==> src/rtl/i2c_reg_slave_pkg.sv <==
package i2c_reg_slave_pkg;
  typedef enum logic [3:0] {
    ST_IDLE, ST_ADDR, ST_ADDR_ACK, ST_REG, ST_REG_ACK,
    ST_WDATA, ST_WDATA_ACK, ST_RDATA, ST_RACK
  } slv_state_e;
endpackage

==> src/rtl/i2c_line_sync.sv <==
module i2c_line_sync #(
  parameter int STAGES = 2
) (
  input  logic clk_i,
  input  logic rst_ni,
  input  logic scl_i,
  input  logic sda_i,
  output logic scl_o,
  output logic sda_o,
  output logic scl_rise_o,
  output logic scl_fall_o,
  output logic start_o,
  output logic stop_o
);
  logic [STAGES-1:0] scl_sh, sda_sh;
  logic scl_prev, sda_prev;

  always_ff @(posedge clk_i or negedge rst_ni) begin
    if (!rst_ni) begin
      scl_sh   <= '1;
      sda_sh   <= '1;
      scl_prev <= 1'b1;
      sda_prev <= 1'b1;
    end else begin
      scl_sh   <= {scl_sh[STAGES-2:0], scl_i};
      sda_sh   <= {sda_sh[STAGES-2:0], sda_i};
      scl_prev <= scl_sh[STAGES-1];
      sda_prev <= sda_sh[STAGES-1];
    end
  end

  assign scl_o      = scl_sh[STAGES-1];
  assign sda_o      = sda_sh[STAGES-1];
  assign scl_rise_o = scl_o & ~scl_prev;
  assign scl_fall_o = ~scl_o & scl_prev;
  assign start_o    = scl_o & scl_prev & sda_prev & ~sda_o;
  assign stop_o     = scl_o & scl_prev & ~sda_prev & sda_o;
endmodule

==> src/rtl/i2c_reg_ptr.sv <==
module i2c_reg_ptr #(
  parameter int AW = 4
) (
  input  logic          clk_i,
  input  logic          rst_ni,
  input  logic          load_i,
  input  logic [AW-1:0] load_val_i,
  input  logic          inc_i,
  output logic [AW-1:0] ptr_o
);
  always_ff @(posedge clk_i or negedge rst_ni) begin
    if (!rst_ni)     ptr_o <= '0;
    else if (load_i) ptr_o <= load_val_i;
    else if (inc_i)  ptr_o <= ptr_o + 1'b1;
  end

  assert_ptr_wrap_R5: assert property (@(posedge clk_i) disable iff (!rst_ni)
    (inc_i && !load_i && ptr_o == '1) |=> (ptr_o == '0));
endmodule

==> src/rtl/i2c_slave_ctrl.sv <==
module i2c_slave_ctrl
  import i2c_reg_slave_pkg::*;
#(
  parameter logic [6:0] SLV_ADDR = 7'h32,
  parameter int         DW       = 8,
  parameter int         AW       = 4
) (
  input  logic          clk_i,
  input  logic          rst_ni,
  input  logic          scl_i,
  input  logic          sda_i,
  input  logic          scl_rise_i,
  input  logic          scl_fall_i,
  input  logic          start_i,
  input  logic          stop_i,
  input  logic [DW-1:0] rdata_i,
  output logic          sda_oe_o,
  output logic          we_o,
  output logic [DW-1:0] wdata_o,
  output logic          ptr_load_o,
  output logic [AW-1:0] ptr_val_o,
  output logic          ptr_inc_o
);
  localparam int CW = $clog2(DW + 1);
  localparam logic [CW-1:0] LAST = CW'(DW);

  slv_state_e    state_q;
  logic [CW-1:0] cnt_q;
  logic [DW-1:0] sh_q;
  logic          rw_q, mack_q, oe_q, we_q, ld_q, rinc_q;
  logic [AW-1:0] ld_val_q;

  always_ff @(posedge clk_i or negedge rst_ni) begin
    if (!rst_ni) begin
      state_q  <= ST_IDLE;
      cnt_q    <= '0;
      sh_q     <= '0;
      rw_q     <= 1'b0;
      mack_q   <= 1'b1;
      oe_q     <= 1'b0;
      we_q     <= 1'b0;
      ld_q     <= 1'b0;
      rinc_q   <= 1'b0;
      ld_val_q <= '0;
    end else begin
      we_q   <= 1'b0;
      ld_q   <= 1'b0;
      rinc_q <= 1'b0;
      if (start_i) begin
        state_q <= ST_ADDR;
        cnt_q   <= '0;
        oe_q    <= 1'b0;
      end else if (stop_i) begin
        state_q <= ST_IDLE;
        oe_q    <= 1'b0;
      end else begin
        unique case (state_q)
          ST_ADDR, ST_REG, ST_WDATA: begin
            if (scl_rise_i) begin
              sh_q  <= {sh_q[DW-2:0], sda_i};
              cnt_q <= cnt_q + 1'b1;
            end else if (scl_fall_i && cnt_q == LAST) begin
              cnt_q <= '0;
              if (state_q == ST_ADDR) begin
                if (sh_q[DW-1:1] == SLV_ADDR) begin
                  rw_q    <= sh_q[0];
                  oe_q    <= 1'b1;
                  state_q <= ST_ADDR_ACK;
                end else begin
                  state_q <= ST_IDLE;
                end
              end else if (state_q == ST_REG) begin
                ld_q     <= 1'b1;
                ld_val_q <= sh_q[AW-1:0];
                oe_q     <= 1'b1;
                state_q  <= ST_REG_ACK;
              end else begin
                we_q    <= 1'b1;
                oe_q    <= 1'b1;
                state_q <= ST_WDATA_ACK;
              end
            end
          end
          ST_ADDR_ACK: begin
            if (scl_fall_i) begin
              cnt_q <= '0;
              if (rw_q) begin
                sh_q    <= rdata_i;
                oe_q    <= ~rdata_i[DW-1];
                state_q <= ST_RDATA;
              end else begin
                oe_q    <= 1'b0;
                state_q <= ST_REG;
              end
            end
          end
          ST_REG_ACK, ST_WDATA_ACK: begin
            if (scl_fall_i) begin
              oe_q    <= 1'b0;
              cnt_q   <= '0;
              state_q <= ST_WDATA;
            end
          end
          ST_RDATA: begin
            if (scl_rise_i) begin
              cnt_q <= cnt_q + 1'b1;
            end else if (scl_fall_i) begin
              if (cnt_q == LAST) begin
                oe_q    <= 1'b0;
                rinc_q  <= 1'b1;
                cnt_q   <= '0;
                state_q <= ST_RACK;
              end else if (cnt_q != '0) begin
                sh_q <= {sh_q[DW-2:0], 1'b0};
                oe_q <= ~sh_q[DW-2];
              end
            end
          end
          ST_RACK: begin
            if (scl_rise_i) begin
              mack_q <= sda_i;
            end else if (scl_fall_i) begin
              if (!mack_q) begin
                sh_q    <= rdata_i;
                oe_q    <= ~rdata_i[DW-1];
                state_q <= ST_RDATA;
              end else begin
                state_q <= ST_IDLE;
              end
            end
          end
          default: state_q <= ST_IDLE;
        endcase
      end
    end
  end

  assign sda_oe_o   = oe_q;
  assign we_o       = we_q;
  assign wdata_o    = sh_q;
  assign ptr_load_o = ld_q;
  assign ptr_val_o  = ld_val_q;
  assign ptr_inc_o  = we_q | rinc_q;

  assert_stop_release_R1: assert property (@(posedge clk_i) disable iff (!rst_ni)
    stop_i |=> !oe_q);
  assert_mismatch_silent_R3: assert property (@(posedge clk_i) disable iff (!rst_ni)
    (state_q == ST_ADDR && scl_fall_i && cnt_q == LAST && sh_q[DW-1:1] != SLV_ADDR)
    |=> (!oe_q && state_q == ST_IDLE));
  assert_nack_release_R8: assert property (@(posedge clk_i) disable iff (!rst_ni)
    (state_q == ST_RACK && scl_fall_i && mack_q && !start_i && !stop_i)
    |=> (!oe_q && state_q == ST_IDLE));
  assert_drive_scl_low_R10: assert property (@(posedge clk_i) disable iff (!rst_ni)
    !$stable(oe_q) |-> !scl_i);
  assert_we_pulse_R11: assert property (@(posedge clk_i) disable iff (!rst_ni)
    we_q |=> !we_q);
endmodule

==> src/rtl/i2c_reg_slave.sv <==
module i2c_reg_slave #(
  parameter logic [6:0] SLV_ADDR = 7'h32,
  parameter int         DW       = 8,
  parameter int         AW       = 4
) (
  input  logic          clk_i,
  input  logic          rst_ni,
  input  logic          scl_i,
  input  logic          sda_i,
  output logic          sda_oe_o,
  output logic          reg_we_o,
  output logic [AW-1:0] reg_addr_o,
  output logic [DW-1:0] reg_wdata_o,
  input  logic [DW-1:0] reg_rdata_i
);
  logic scl_s, sda_s, scl_rise, scl_fall, start, stop;
  logic ptr_load, ptr_inc;
  logic [AW-1:0] ptr_val;

  i2c_line_sync #(.STAGES(2)) u_sync (
    .clk_i, .rst_ni, .scl_i, .sda_i,
    .scl_o(scl_s), .sda_o(sda_s),
    .scl_rise_o(scl_rise), .scl_fall_o(scl_fall),
    .start_o(start), .stop_o(stop)
  );

  i2c_slave_ctrl #(.SLV_ADDR(SLV_ADDR), .DW(DW), .AW(AW)) u_ctrl (
    .clk_i, .rst_ni,
    .scl_i(scl_s), .sda_i(sda_s),
    .scl_rise_i(scl_rise), .scl_fall_i(scl_fall),
    .start_i(start), .stop_i(stop),
    .rdata_i(reg_rdata_i),
    .sda_oe_o, .we_o(reg_we_o), .wdata_o(reg_wdata_o),
    .ptr_load_o(ptr_load), .ptr_val_o(ptr_val), .ptr_inc_o(ptr_inc)
  );

  i2c_reg_ptr #(.AW(AW)) u_ptr (
    .clk_i, .rst_ni,
    .load_i(ptr_load), .load_val_i(ptr_val), .inc_i(ptr_inc),
    .ptr_o(reg_addr_o)
  );
endmodule

==> config.mk <==
export PLATFORM = sky130hd
export DESIGN_NAME = i2c_reg_slave
export DESIGN_NICKNAME = d
export VERILOG_FILES = /design/src/rtl/i2c_reg_slave_pkg.sv /design/src/rtl/i2c_line_sync.sv /design/src/rtl/i2c_reg_ptr.sv /design/src/rtl/i2c_slave_ctrl.sv /design/src/rtl/i2c_reg_slave.sv
export SDC_FILE = /design/constraint.sdc
export NUM_CORES = 1
export LEC_CHECK = 0
export ABC_AREA = 1
export BUFFER_PORTS_ARGS = -buffer_cell sky130_fd_sc_hd__buf_2
export CORE_ASPECT_RATIO = 1.5
export CORE_MARGIN = 2
export CORE_UTILIZATION = 35
export CTS_CLUSTER_SIZE = 8
export DETAILED_ROUTE_END_ITERATION = 6
export SYNTH_ARGS = -nofsm -noshare
export SYNTH_HDL_FRONTEND = slang
export SYNTH_SLANG_ARGS = --single-unit
export TNS_END_PERCENT = 20
==> constraint.sdc <==
create_clock -name clk_i -period 2.05 [get_ports clk_i]
set_input_delay 0.1025 -clock clk_i [delete_from_list [all_inputs] [get_ports clk_i]]
set_output_delay 0.1025 -clock clk_i [all_outputs]
set_load 0.01 [all_outputs]
==> flow_metrics.tcl, run 1 <==
set metrics [dict create \
    clkLatencyLatePin_ns 0.29 \
    syn_inst 299 \
    syn_nets 317 \
    worstPathMaxFanout 9 \
    ios 26 \
    synth_warnings 0 \
    slew_viol_final 0 \
    hpwlAfterDp_um 3973 \
    cts_max_path_buffers 2 \
    htree_levels 2 \
    fin_setup_tns_ns 0 \
    finalHoldViolCount 0 \
    track_usage_pct 15.51 \
    die_w_um 69.52 \
    synth-seq-cells 36 \
    overflow 0 \
    finalWorstSetupSlack_ns 0.1902 \
    fin_crit_sh_pct 90.72 \
    die_area_mm2 0.007109 \
    grt_pass1_wl_um 8818 \
    required_ns 2.23 \
    place_area_mm2 0.002457 \
    ir_worst_vdd_mv 0.4275 \
    yosysTopAreaCellShare_pct 32.20 \
    start_util_pct 36.49 \
    setup_viol 0 \
    synthesis.area_mm2 0.002253 \
    end_kind "flip-flop" \
    worstMarginPinSlew_ns 0.8215 \
    clock_sinks 36 \
    fin_cells 406 \
    rows 35 \
    yosys.area.top_type "dfrtp_1" \
    slew_headroom_pct 45.23 \
    startpoint_type "flip-flop" \
    placed_cells 395 \
    routed_via_density 4.978 \
    cts_made_buffers 5 \
    drv_cap 0 \
    drt-pass1-iter-count 4 \
    gp_congestion 0.9002 \
    design_area_mm2 0.002646 \
    drive_above_1_share_pct 25.60 \
    grt_start_max_net_pins 37 \
    layout_common_cells "nand2_1, dfrtp_1, inv_1, nor2_1, buf_2" \
    cp.arrival_ns 2.04 \
    rsz0062_at_grt "false" \
    clk_pin_slew_ns 0.08 \
    layout_min_cycle_time_ns 1.860 \
    io_buffers 25 \
    p_leak_nw 1.364 \
    seq_area_um2 909.6 \
    dr.first_iter.drc_count 101 \
    power_density_mw_per_mm2 1364 \
    syn_to_final_growth_pct 17.43 \
    wire_per_inst_um 12.50 \
    status "complete, no violations" \
    fill_cells 626 \
    timing.hold.worst.class "primary input to flip-flop" \
    diodes 0 \
    vias 2021 \
    grt_pass1_vias 2011 \
    fp.coreArea_mm2 0.006175 \
    synth_seq_area_share_pct 40.37 \
    ant_nets 0 \
    synth_area_leaders "dfrtp_1, nand2_1, dfstp_2" \
    post-place-ws_ns 0.2113 \
    cts_tree "built" \
    dieHeight_um 102.3 \
    nNetsFinal 349 \
    power_mw 3.608 \
    drt-total-wl_um 5076 \
    syn_avg_cell_area_um2 7.536 \
    clockRootBuffer "clkbuf_8" \
    layout_commonest_cell "nand2_1" \
    max_freq_mhz 537.7 \
    yosysUniqueCellTypes 33 \
    fin_skew_ns 0.005129 \
    drc 0 \
    path_class "flip-flop to flip-flop" \
    multi_input_area_mm2 0.001191 \
    antenna_found_initial 0 \
]
-- per-layer routing --
metal	track usage (%)	up-vias	wire, um
met5	0	-	0
met4	8.446	0	193
met3	2.959	13	145
met2	29.66	34	2746
met1	15.83	946	1990
li1	-	1028	-
-- through the flow --
step / utilization [%] / hold WS, ns
2_1_floorplan: - / -0.1931
3_3_place_gp: 39.80 / 0.2077
3_5_place_dp: 39.80 / 0.2090
4_1_cts: 42.86 / 0.1204
5_1_grt: 42.86 / 0.1551
6_report: 42.86 / 0.1315
-- sequential cells by signal (all words and copies together), names as in the netlist --
name and count:
u_ctrl.ptr_load_o 1, u_ctrl.rw_q 1, u_sync.scl_sh 2, u_ctrl.rinc_q 1, u_ctrl.sda_oe_o 1, u_ptr.ptr_o 4, u_sync.sda_sh 2, u_sync.sda_prev 1
u_ctrl.state_q 4, u_ctrl.cnt_q 4, u_ctrl.wdata_o 8, u_ctrl.ptr_val_o 4, u_ctrl.mack_q 1, u_ctrl.we_o 1, u_sync.scl_prev 1
-- area by class of cell --
type	count	share of cell area, %
multi-input cells	223	45.01
flip-flops and latches	36	34.37
repair buffers	28	5.863
inverters	37	5.248
well taps	74	3.499
clock inverters	3	3.404
clock buffers	5	2.600
-- cells by family (layout without fill, tap and decap cells) --
logic type	Yosys count	count (layout)	share of synthesized area [%]
mux	1	1	0.4997
buf+inv	40	73	6.774
fa+ha+maj	6	6	3.331
xor+xnor	1	1	0.3887
simple gates	173	173	37.31
flops	36	36	40.37
compound gates	42	42	11.33
-- power breakdown --
| part | switching (mW) | leakage [nW] | total (mW) | internal (mW) |
|---|---|---|---|---|
| Clock | 0.279 | 0.0784 | 0.887 | 0.609 |
| Combinational | 1.12 | 0.821 | 1.68 | 0.554 |
| Sequential | 0.173 | 0.465 | 1.04 | 0.869 |
| Total | 1.58 | 1.36 | 3.61 | 2.03 |
-- synthesized netlist by cell type --
cell	number
nand2_4	5
nand3_1	17
a21oi_1	6
dfstp_2	7
inv_2	9
o211ai_1	1
nor3_1	7
clkbuf_1	1
nand2_1	85
dfrtp_1	29
nand4_1	6
mux2_1	1
nor4_1	1
nor2_4	2
nand2_2	10
a21oi_2	1
nand3_2	3
ha_1	6
nor2_8	1
nor2_2	5
a211oi_1	1
inv_1	28
xor2_1	1
o21ai_1	2
buf_2	2
o21ai_0	23
o21ai_2	5
nand3_4	1
or2_2	1
or2_1	1
nor2_1	28
o31ai_1	1
o211ai_2	2
-- worst max-delay path, stage by stage (launching register included) --
cell     delay, ns
dfstp_2       0.55
ha_1          0.23
inv_1         0.08
nor2_1        0.20
nand3_1       0.15
or2_1         0.36
nand2_1       0.13
o21ai_2       0.05
-- repair_timing --
action,CTS,global route
setup buffers,0,0
hold buffers,3,0
resized for setup,0,0
hold endpoints to repair,31,0
setup endpoints to repair,0,0
-- worst paths after layout --
path	slack, ns	depth (start not counted)	end	from
setup / recovery	0.19	7	u_ctrl.ptr_val_o[3]	u_sync.scl_prev
hold / removal	0.13	5	u_ctrl.wdata_o[3]	reg_rdata_i[3]
setup reg to reg	0.19	7	u_ctrl.ptr_val_o[3]	u_sync.scl_prev
hold reg to reg	0.36	0	u_sync.sda_sh[1]	u_sync.sda_sh[0]
max in group asynchronous	1.09	2	u_ctrl.wdata_o[6]	rst_ni
min in group asynchronous	0.44	2	u_ptr.ptr_o[3]	rst_ni
Note: power is estimated with default switching activity, not from simulation.
==> inputs of run 2 (changes only) <==
--- a/config.mk
+++ b/config.mk
@@ -12,6 +12,7 @@
 export CORE_UTILIZATION = 35
 export CTS_CLUSTER_SIZE = 8
 export DETAILED_ROUTE_END_ITERATION = 6
+export REMOVE_ABC_BUFFERS = 1
 export SYNTH_ARGS = -nofsm -noshare
 export SYNTH_HDL_FRONTEND = slang
 export SYNTH_SLANG_ARGS = --single-unit
==> flow_metrics.tcl, run 2 (same netlist as run 1, synthesis figures left out) <==
set metrics [dict create \
    status "complete, no violations" \
    largest_register_ffs 8 \
    ios 26 \
    r2r_slack_ns 0.27 \
    clock_sinks 36 \
    power_mw 3.363 \
    p_leak_nw 1.342 \
    hpwlAfterDp_um 3957 \
    slew_headroom_pct 43.48 \
    track_usage_pct 16.04 \
    worstMarginPinSlew_ns 0.8478 \
    finalHoldViolCount 0 \
    io_buffers 25 \
    slew_viol_final 0 \
    setup_viol 0 \
    ant_nets 0 \
    routed.top_layer "met4" \
    wl_met2_um 2670 \
    gp_congestion 0.9163 \
    layout_min_cycle_time_ns 1.783 \
    r2r-end "u_ctrl.cnt_q[1]" \
    grt_pass1_wl_um 9039 \
    rr_startpoint "u_sync.scl_sh[1]" \
    die_area_mm2 0.007109 \
    fin_setup_tns_ns 0 \
    drv_cap 0 \
    multi_input_area_mm2 0.001194 \
    die_w_um 69.52 \
    end_kind "flip-flop" \
    drive_above_1_share_pct 25.90 \
    htree_levels 2 \
    grt_start_max_net_pins 37 \
    route.met3.wl_um 154 \
    nNetsFinal 349 \
    grt_pass1_vias 1997 \
    cts_max_path_buffers 2 \
    dieHeight_um 102.3 \
    clockRootBuffer "clkbuf_8" \
    routedLengthMet1_um 2190 \
    drt-pass1-iter-count 4 \
    layout_commonest_cell "nand2_1" \
    clk_pin_slew_ns 0.08 \
    fin_skew_ns 0.008922 \
    drt-total-wl_um 5210 \
    start_util_pct 36.49 \
    drc 0 \
    layout_common_cells "nand2_1, dfrtp_1, inv_1, nor2_1, buf_2" \
    power_density_mw_per_mm2 1293 \
    r2r_cells 8 \
    cts_made_buffers 5 \
    worstHoldEndpoint "u_ctrl.wdata_o[5]" \
    fin_crit_sh_pct 86.97 \
    max_freq_mhz 560.9 \
    startpoint_type "flip-flop" \
    dr.first_iter.drc_count 119 \
    fill_cells 645 \
    timing.hold.worst.class "primary input to flip-flop" \
    rows 35 \
    wire_per_inst_um 12.83 \
    vias 2001 \
    required_ns 2.24 \
    antenna_found_initial 0 \
    worstPathMaxFanout 8 \
    seq_area_um2 909.6 \
    syn_to_final_growth_pct 15.44 \
    hp-start "reg_rdata_i[5]" \
    hold_path_depth 4 \
    overflow 0 \
    routed_via_density 4.929 \
    rsz0062_at_grt "false" \
    ir_worst_vdd_mv 0.4687 \
    cts_tree "built" \
    clkLatencyLatePin_ns 0.30 \
    path_class "flip-flop to flip-flop" \
    diodes 0 \
    fp.coreArea_mm2 0.006175 \
    cp.arrival_ns 1.97 \
]
==> run 2: cell type report <==
class                   count  area share [%]
multi-input cells         223           45.89
flip-flops and latches     36           34.97
repair buffers             28           5.964
inverters                  37           5.339
well taps                  74           3.559
clock buffers               5           2.646
clock inverters             3           1.635
==> run 2: critical path, cell delays in order, from the launching register on <==
cell     delay [ns]
dfstp_2        0.56
ha_1           0.16
nand2_1        0.09
nor2_4         0.23
nor2_1         0.09
a21oi_2        0.25
nand3_2        0.15
nand2_1        0.08
nand2_1        0.05
==> run 2: worst max-delay path by stage <==
stage	start	end	slack, ns	cells past startpoint
after global placement	u_sync.scl_prev	u_ctrl.ptr_val_o[1]	0.17	7
after floorplan	u_sync.scl_sh[1]	u_ctrl.ptr_val_o[0]	0.38	8
after CTS	u_sync.scl_prev	u_ctrl.ptr_val_o[2]	0.16	7
after global routing	u_sync.scl_prev	u_ctrl.wdata_o[6]	0.04	9
after detailed placement	u_sync.scl_prev	u_ctrl.ptr_val_o[2]	0.17	7
final	u_sync.scl_sh[1]	u_ctrl.cnt_q[1]	0.27	8
==> run 2: through the flow <==
step / cell area (um^2) / util (%) / instances / worst slack (ns) / hold WS, ns
2_1_floorplan: 2240 / - / 296 / 0.3797 / -0.1931
3_3_place_gp: 2457 / 39.80 / 395 / 0.1672 / 0.2074
3_5_place_dp: 2457 / 39.80 / 395 / 0.1694 / 0.2114
4_1_cts: 2599 / 42.09 / 406 / 0.1620 / 0.1098
5_1_grt: 2601 / 42.13 / 406 / 0.04473 / 0.1279
6_report: 2601 / 42.13 / 406 / 0.2672 / 0.1147
==> run 2: power by group <==
part | switching [mW] | internal, mW | total (mW)
Clock | 0.276 | 0.360 | 0.635
Combinational | 1.12 | 0.555 | 1.68
Sequential | 0.181 | 0.870 | 1.05
Total | 1.58 | 1.78 | 3.36
==> run 2: routing by layer <==
layer	global-route usage (%)	vias to the layer above
li1	-	1031
met1	17.46	913
met2	29.66	41
met3	3.353	16
met4	7.692	0
met5	0	-
==> run 2: timing repair <==
| item | 4_1_cts | 5_1_grt |
|---|---|---|
| gates resized for setup | 0 | 1 |
| hold buffers | 3 | 0 |
| endpoints found under the hold margin | 31 | 0 |
| buffers inserted | 0 | 0 |
| endpoints found under the setup margin | 0 | 4 |
